===== src/rtl/cjl_pkg.sv =====
package cjl_pkg;
  typedef enum logic [1:0] {
    EXC_NONE = 2'd0,
    EXC_TAG  = 2'd1,
    EXC_SEAL = 2'd2
  } excCode_e;

  typedef struct packed {
    logic doLink;
    logic doJump;
  } cjlStrobe_t;
endpackage


===== src/rtl/cjl_ctrl.sv =====
module cjl_ctrl
  import cjl_pkg::*;
#(
  parameter int OTYPE_W = 18,
  parameter int DEST_W  = 5
) (
  input  logic               reqValid,
  input  logic [DEST_W-1:0]  destIdx,
  input  logic               tgtTag,
  input  logic               tgtSealed,
  input  logic [OTYPE_W-1:0] tgtOtype,
  output cjlStrobe_t         strobe,
  output logic [1:0]         excCode
);
  localparam logic [OTYPE_W-1:0] OTYPE_ENTRY = {{(OTYPE_W-1){1'b1}}, 1'b0};

  excCode_e excNow;
  logic     accept;

  always_comb begin
    excNow = EXC_NONE;
    if (reqValid) begin
      if (!tgtTag)                                excNow = EXC_TAG;
      else if (tgtSealed && tgtOtype != OTYPE_ENTRY) excNow = EXC_SEAL;
    end
  end

  assign accept        = reqValid && (excNow == EXC_NONE);
  assign strobe.doJump = accept;
  assign strobe.doLink = accept && (destIdx != '0);
  assign excCode       = excNow;
endmodule


===== src/rtl/cjl_dpath.sv =====
module cjl_dpath
  import cjl_pkg::*;
#(
  parameter int ADDR_W    = 64,
  parameter int OTYPE_W   = 18,
  parameter int LINK_STEP = 4
) (
  input  cjlStrobe_t         strobe,
  input  logic               pcTag,
  input  logic [ADDR_W-1:0]  pcBase,
  input  logic [ADDR_W:0]    pcTop,
  input  logic [ADDR_W-1:0]  pcAddr,
  input  logic               tgtTag,
  input  logic [ADDR_W-1:0]  tgtBase,
  input  logic [ADDR_W:0]    tgtTop,
  input  logic [ADDR_W-1:0]  tgtAddr,
  input  logic [ADDR_W-1:0]  offset,
  output logic               linkWe,
  output logic               linkTag,
  output logic               linkSealed,
  output logic [OTYPE_W-1:0] linkOtype,
  output logic [ADDR_W-1:0]  linkBase,
  output logic [ADDR_W:0]    linkTop,
  output logic [ADDR_W-1:0]  linkAddr,
  output logic               jumpTaken,
  output logic               newPcTag,
  output logic               newPcSealed,
  output logic [OTYPE_W-1:0] newPcOtype,
  output logic [ADDR_W-1:0]  newPcBase,
  output logic [ADDR_W:0]    newPcTop,
  output logic [ADDR_W-1:0]  newPcAddr
);
  localparam logic [OTYPE_W-1:0] OTYPE_ENTRY    = {{(OTYPE_W-1){1'b1}}, 1'b0};
  localparam logic [OTYPE_W-1:0] OTYPE_UNSEALED = {OTYPE_W{1'b1}};
  localparam logic [ADDR_W-1:0]  STEP           = ADDR_W'(LINK_STEP);
  localparam logic [ADDR_W-1:0]  EVEN_MASK      = {{(ADDR_W-1){1'b1}}, 1'b0};

  // Link: PC moved to the next instruction, sealed as an entry capability
  assign linkTag    = pcTag;
  assign linkSealed = 1'b1;
  assign linkOtype  = OTYPE_ENTRY;
  assign linkBase   = pcBase;
  assign linkTop    = pcTop;
  assign linkAddr   = pcAddr + STEP;

  // New PC: target unsealed, address aligned to even and offset
  assign newPcTag    = tgtTag;
  assign newPcSealed = 1'b0;
  assign newPcOtype  = OTYPE_UNSEALED;
  assign newPcBase   = tgtBase;
  assign newPcTop    = tgtTop;
  assign newPcAddr   = (tgtAddr & EVEN_MASK) + offset;

  assign linkWe    = strobe.doLink;
  assign jumpTaken = strobe.doJump;
endmodule


===== src/rtl/cap_jump_link.sv =====
module cap_jump_link
  import cjl_pkg::*;
#(
  parameter int ADDR_W    = 64,
  parameter int OTYPE_W   = 18,
  parameter int DEST_W    = 5,
  parameter int LINK_STEP = 4
) (
  input  logic               reqValid,
  input  logic [DEST_W-1:0]  destIdx,
  input  logic               pcTag,
  input  logic [ADDR_W-1:0]  pcBase,
  input  logic [ADDR_W:0]    pcTop,
  input  logic [ADDR_W-1:0]  pcAddr,
  input  logic               tgtTag,
  input  logic               tgtSealed,
  input  logic [OTYPE_W-1:0] tgtOtype,
  input  logic [ADDR_W-1:0]  tgtBase,
  input  logic [ADDR_W:0]    tgtTop,
  input  logic [ADDR_W-1:0]  tgtAddr,
  input  logic [ADDR_W-1:0]  offset,
  output logic               linkWe,
  output logic               linkTag,
  output logic               linkSealed,
  output logic [OTYPE_W-1:0] linkOtype,
  output logic [ADDR_W-1:0]  linkBase,
  output logic [ADDR_W:0]    linkTop,
  output logic [ADDR_W-1:0]  linkAddr,
  output logic               jumpTaken,
  output logic               newPcTag,
  output logic               newPcSealed,
  output logic [OTYPE_W-1:0] newPcOtype,
  output logic [ADDR_W-1:0]  newPcBase,
  output logic [ADDR_W:0]    newPcTop,
  output logic [ADDR_W-1:0]  newPcAddr,
  output logic [1:0]         excCode
);
  localparam logic [OTYPE_W-1:0] OTYPE_ENTRY    = {{(OTYPE_W-1){1'b1}}, 1'b0};
  localparam logic [OTYPE_W-1:0] OTYPE_UNSEALED = {OTYPE_W{1'b1}};

  cjlStrobe_t strobe;

  cjl_ctrl #(.OTYPE_W(OTYPE_W), .DEST_W(DEST_W)) ctrl_i (
    .reqValid (reqValid),
    .destIdx  (destIdx),
    .tgtTag   (tgtTag),
    .tgtSealed(tgtSealed),
    .tgtOtype (tgtOtype),
    .strobe   (strobe),
    .excCode  (excCode)
  );

  cjl_dpath #(.ADDR_W(ADDR_W), .OTYPE_W(OTYPE_W), .LINK_STEP(LINK_STEP)) dpath_i (
    .strobe     (strobe),
    .pcTag      (pcTag),
    .pcBase     (pcBase),
    .pcTop      (pcTop),
    .pcAddr     (pcAddr),
    .tgtTag     (tgtTag),
    .tgtBase    (tgtBase),
    .tgtTop     (tgtTop),
    .tgtAddr    (tgtAddr),
    .offset     (offset),
    .linkWe     (linkWe),
    .linkTag    (linkTag),
    .linkSealed (linkSealed),
    .linkOtype  (linkOtype),
    .linkBase   (linkBase),
    .linkTop    (linkTop),
    .linkAddr   (linkAddr),
    .jumpTaken  (jumpTaken),
    .newPcTag   (newPcTag),
    .newPcSealed(newPcSealed),
    .newPcOtype (newPcOtype),
    .newPcBase  (newPcBase),
    .newPcTop   (newPcTop),
    .newPcAddr  (newPcAddr)
  );

  // Cross-module checks between control strobes and datapath results
  logic [ADDR_W-1:0] backAddr;
  assign backAddr = newPcAddr - offset;

  always_comb begin
    if (reqValid && !tgtTag)
      AST_TAG_BLOCKS: assert (excCode == EXC_TAG && !jumpTaken && !linkWe);
    if (reqValid && tgtTag && tgtSealed && tgtOtype != OTYPE_ENTRY)
      AST_SEAL_BLOCKS: assert (excCode == EXC_SEAL && !jumpTaken && !linkWe);
    if (linkWe)
      AST_LINK_ENTRY: assert (linkSealed && linkOtype == OTYPE_ENTRY && linkTag == pcTag);
    if (jumpTaken)
      AST_TARGET_EVEN: assert (!backAddr[0] && (backAddr | 1) == (tgtAddr | 1));
    if (jumpTaken)
      AST_PC_UNSEALED: assert (!newPcSealed && newPcTag && newPcOtype == OTYPE_UNSEALED);
    if (destIdx == '0)
      AST_DEST_ZERO: assert (!linkWe);
    if (!reqValid)
      AST_IDLE_QUIET: assert (!linkWe && !jumpTaken && excCode == EXC_NONE);
  end
endmodule


===== config.mk =====
export PLATFORM = sky130hd
export DESIGN_NAME = cap_jump_link
export DESIGN_NICKNAME = d
export VERILOG_FILES = /design/src/rtl/cjl_pkg.sv /design/src/rtl/cjl_ctrl.sv /design/src/rtl/cjl_dpath.sv /design/src/rtl/cap_jump_link.sv
export SDC_FILE = /design/constraint.sdc
export NUM_CORES = 1
export LEC_CHECK = 0
export BUFFER_PORTS_ARGS = -buffer_cell sky130_fd_sc_hd__buf_2
export CAP_MARGIN = 30
export CORE_AREA = 2 2 355 357
export DETAILED_ROUTE_END_ITERATION = 8
export DIE_AREA = 0 0 357 359
export GPL_TIMING_DRIVEN = 0
export PLACE_DENSITY_LB_ADDON = 0.12
export SYNTH_ARGS = -nofsm -noshare
export SYNTH_HDL_FRONTEND = slang
export SYNTH_SLANG_ARGS = --single-unit

===== constraint.sdc =====
create_clock -name vclk -period 3.8
set_input_delay 0.38 -clock vclk [all_inputs]
set_output_delay 0.38 -clock vclk [all_outputs]
set_load 0.005 [all_outputs]

# After elaboration in Yosys (flattened, before gate mapping)
# Index checks and enable logic that the tools add are counted.
# totals
reg_bits	0
inputBits	477
out_inout_bits	430
wordCells	11
# op_classes
addsub	2
n_eq_ne	1
mux	3
n_reduce_logical	5
# ops
cell	n
64-bit by 3-bit adder with 64-bit output (second input constant)	1
64-bit adder	1
18-bit != test (second input constant)	1
2-bit 2-to-1 mux	3
5-bit nonzero test	1
1-bit logical AND	3
2-bit logical NOT	1

# Logic depth before layout (Yosys ltp)
# logic_depth
word_depth	8
mapped_depth	11

# Cells and area by module
# From an unflattened synthesis, not the netlist that was laid out.
# hier_totals
cells_unflattened	1020
hier_area_um2	7160.6
# modules_own_cells
module	instances	cells_each	area_per_inst_um2	seq_area_each_um2
cjl_dpath	1	1005	7065.5	0.0
cjl_ctrl	1	15	95.1	0.0

# Least setup slack after synthesis
# Ideal clock, no wire load.
# synth_path
kind	input -> output
startpoint	input offset[1]
endpoint	output newPcAddr[61]
arrival_ps	2653
required_time_ps	3420
slack_ps	767
stages	11
path_buffers	0
cell_sequence	ha_1 fa_1 a211oi_1 o211ai_1 a32oi_1 o32ai_2 a21oi_1 nor3_2 a21oi_1 o21ai_0 xor2_1
# synth_between
elab_chain_cells	1
# synth_lines
element	line	rtl
start: declaration	cap_jump_link.sv:21	input logic [ADDR_W-1:0] offset,
64-bit adder	cjl_dpath.sv:52	assign newPcAddr = (tgtAddr & EVEN_MASK) + offset;
end: declaration	cap_jump_link.sv:35	output logic [ADDR_W-1:0] newPcAddr,
# No other way between the ends.

# Final worst setup path
# layout_path
startpoint	input offset[20]
endpoint	output newPcAddr[56]
# Same word-level chain as after synthesis.

==> impl_metrics.env <==
export IMPL_status="finished, final reports clean"
export IMPL_hold_path_end="linkTop[52]"
export IMPL_max_stage_delay_ns=0.48
export IMPL_tightestPinTransition_ns=0.860
export IMPL_critical_path_cell_chain="buf_6 -> ha_4 -> buf_6 -> nand4_1 -> nor4b_4 -> o21ai_4 -> a211oi_4 -> o2111ai_4 -> a21oi_4 -> buf_12 -> buf_12 -> nor4b_4 -> a311oi_1 -> buf_2"
export IMPL_most_common_layout_cells="sky130_fd_sc_hd__buf_2, sky130_fd_sc_hd__buf_4, sky130_fd_sc_hd__xnor2_1"
export IMPL_hpwl_um=42600
export IMPL_synth_area_um2=7120
export IMPL_post_synthesis_cell_count=1032
export IMPL_chipHeight_um=359
export IMPL_fp_dieW_um=357
export IMPL_critPathKind="input port to output port"
export IMPL_die_area_um2=128000
export IMPL_min_path_type="input port to output port"
export IMPL_antenna_violating_nets_post_route=0
export IMPL_timing_hold_worst_path_depth=2
export IMPL_area_sequential_um2=0
export IMPL_p_leak_nw=6.26
export IMPL_layout_worst_path_cycle_share_pct=96.5
export IMPL_start_kind="input port"
export IMPL_dr_first_iter_drc_count=254
export IMPL_num_vias=9569
export IMPL_crit_fanout=6
export IMPL_first_pass_iters=4
export IMPL_nClkBuffers=0
export IMPL_rsz_0062_raised_after_global_routing="true"
export IMPL_max_cap_violations=0
export IMPL_worst_slew_margin_pct=42.7
export IMPL_placed_cell_area_um2=12400
export IMPL_number_of_global_route_vias_before_repair=9744
export IMPL_wl_um=46000
export IMPL_arrival_time_at_the_worst_endpoint_ns=3.29
export IMPL_layout_commonest_cell="sky130_fd_sc_hd__buf_2"
export IMPL_critical_path_slowest_cell="sky130_fd_sc_hd__nor4b_4"
export IMPL_globalRoute_totalOverflow=0
export IMPL_gp_routability_congestion=0.760
export IMPL_ioPinCount=907
export IMPL_synth_distinct_cells=68
export IMPL_synth_yosys_seq_area_share_pct=0
export IMPL_final_util_pct=10.7
export IMPL_crit_path_end_kind="output port"
export IMPL_powerDensity_nw_per_um2=136
export IMPL_grt_antenna_before_repair=19
export IMPL_groute_usage_overall_pct=6.53
export IMPL_finalHoldViolations=0
export IMPL_timing_final_setup_violations=0
export IMPL_finalMaxSlewViolations=0
export IMPL_drc=0
export IMPL_grt_max_degree=11
export IMPL_design_core_area_um2=125000
export IMPL_post_drt_via_cell_ratio=2.85
export IMPL_layout_sequential_cells=0
export IMPL_holdCritStartpoint="pcTop[52]"
export IMPL_portBuffers=606
export IMPL_routed_wire_length_per_instance_um=13.7
export IMPL_power_ir_vdd_worst_mv=0.0394
export IMPL_num_rows=130
export IMPL_syn2layout_area_growth_pct=86.8
export IMPL_fmaxAchievable_mhz=273
export IMPL_layout_cell_area_non_filler_um2=13300
export IMPL_synth_avg_cell_area_um2=6.90
export IMPL_synth_warning_count=0
export IMPL_floorplan_initialDensity_pct=5.72
export IMPL_grt_pass1_wl_um=63400
export IMPL_layout_drive_gt1_share_pct=60.3
export IMPL_period_minus_slack_ns=3.67
export IMPL_timing_critical_path_required_ns=3.42
export IMPL_finish_net_count=2249
[routing by layer]
| metal | vias up | wire (µm) | part of all wire, % | GRT usage (%) |
|---|---|---|---|---|
| li1 | 4610 | - | - | - |
| met4 | 14 | 527 | 1.1 | 0.700 |
| met2 | 488 | 24400 | 53 | 12.9 |
| met1 | 4423 | 16400 | 36 | 6.80 |
| met5 | - | 80 | 0.17 | 0 |
| met3 | 34 | 4510 | 9.8 | 2.06 |
[worst max-delay path: cells and delay by family]
kind | cells | cell delay [ns]
AOI/OAI and AO/OA | 5 | 1.23
buffers and inverters | 5 | 0.66
and+or+nand+nor | 3 | 0.73
adders and majority gates | 1 | 0.25
[synthesized netlist by cell type (3+ instances only)]
| master | number | area (µm²) |
|---|---|---|
| sky130_fd_sc_hd__a21oi_1 | 75 | 375 |
| sky130_fd_sc_hd__o21bai_1 | 9 | 67.6 |
| sky130_fd_sc_hd__nor4b_1 | 3 | 26.3 |
| sky130_fd_sc_hd__xor2_1 | 37 | 324 |
| sky130_fd_sc_hd__or4_1 | 3 | 22.5 |
| sky130_fd_sc_hd__a21o_1 | 30 | 225 |
| sky130_fd_sc_hd__o31ai_1 | 4 | 30.0 |
| sky130_fd_sc_hd__a21boi_0 | 4 | 30.0 |
| sky130_fd_sc_hd__inv_1 | 16 | 60.1 |
| sky130_fd_sc_hd__nor2_1 | 63 | 236 |
| sky130_fd_sc_hd__o21a_1 | 13 | 97.6 |
| sky130_fd_sc_hd__nor2b_1 | 9 | 56.3 |
| sky130_fd_sc_hd__buf_2 | 5 | 25.0 |
| sky130_fd_sc_hd__a31oi_1 | 8 | 50.1 |
| sky130_fd_sc_hd__buf_4 | 301 | 2260 |
| sky130_fd_sc_hd__clkbuf_1 | 22 | 82.6 |
| sky130_fd_sc_hd__xnor2_1 | 81 | 709 |
| sky130_fd_sc_hd__and2_1 | 8 | 50.1 |
| sky130_fd_sc_hd__o21ai_0 | 30 | 150 |
| sky130_fd_sc_hd__ha_1 | 63 | 788 |
| sky130_fd_sc_hd__nor3_1 | 12 | 60.1 |
| sky130_fd_sc_hd__a211oi_1 | 3 | 22.5 |
| sky130_fd_sc_hd__nand2_1 | 82 | 308 |
| sky130_fd_sc_hd__nor4_1 | 4 | 25.0 |
| sky130_fd_sc_hd__o22ai_1 | 5 | 31.3 |
| sky130_fd_sc_hd__nand3_1 | 30 | 150 |
| sky130_fd_sc_hd__nand4_1 | 38 | 238 |
| sky130_fd_sc_hd__o211ai_1 | 4 | 30.0 |
| sky130_fd_sc_hd__and3_1 | 15 | 93.8 |
| sky130_fd_sc_hd__and4_1 | 4 | 35.0 |
| sky130_fd_sc_hd__a311oi_1 | 6 | 52.6 |
[cells by family after synthesis]
group / after synthesis / synth area share [%]
buf+inv: 347 / 34.2
other cells: 2 / 0.105
simple gates: 288 / 20.6
fa+ha+maj: 64 / 11.3
compound gates: 212 / 19.0
mux: 1 / 0.141
xor+xnor: 118 / 14.5
[where the power goes]
group          leakage [nW]  switching (mW)  internal, mW
clock             0.0000317               0   0.000000177
combinational          6.26           0.921         0.893
sequential                0               0             0
[worst max path at each step]
stage               slack [ns]  depth (start not counted)             to  startpoint
finish                    0.13                         14  newPcAddr[56]  offset[20]
CTS                     -0.004                         14  newPcAddr[56]  offset[21]
global placement         -1.65                         12  newPcAddr[48]  offset[23]
floorplan                 0.77                         11  newPcAddr[61]   offset[1]
global route             -0.02                         14  newPcAddr[60]   offset[9]
detailed placement       -1.68                         12  newPcAddr[48]  offset[23]
[per-stage QoR]
stage	std cells	worst slack, ns	total power, mW	setup TNS [ns]	hold WS, ns
floorplan	1068	0.767	0.883	0	0.787
global route	3360	-0.0187	2.01	-0.0384	0.928
CTS	3338	-0.00398	1.79	-0.00398	0.926
global placement	3324	-1.65	1.71	-26.47	0.929
finish	3361	0.131	1.81	0	0.925
detailed placement	3324	-1.68	1.69	-26.78	0.926
[layout make-up]
class / instances / area (µm²)
Multi-Input combinational cell: 721 / 5400
Timing Repair Buffer: 642 / 3390
Tap cell: 1650 / 2060
Inverter: 17 / 63.8
Antenna cell: 5 / 12.5
Buffer: 326 / 2380
Fill cell: 14700 / 111000
[repair_timing]
item                       4_1_cts  5_1_grt
pin swaps                       21       32
resized for setup               71       56
setup endpoints to repair       36       12
hold buffers                     0        0
setup buffers                   18       18
(Power assumes the default switching activity.)
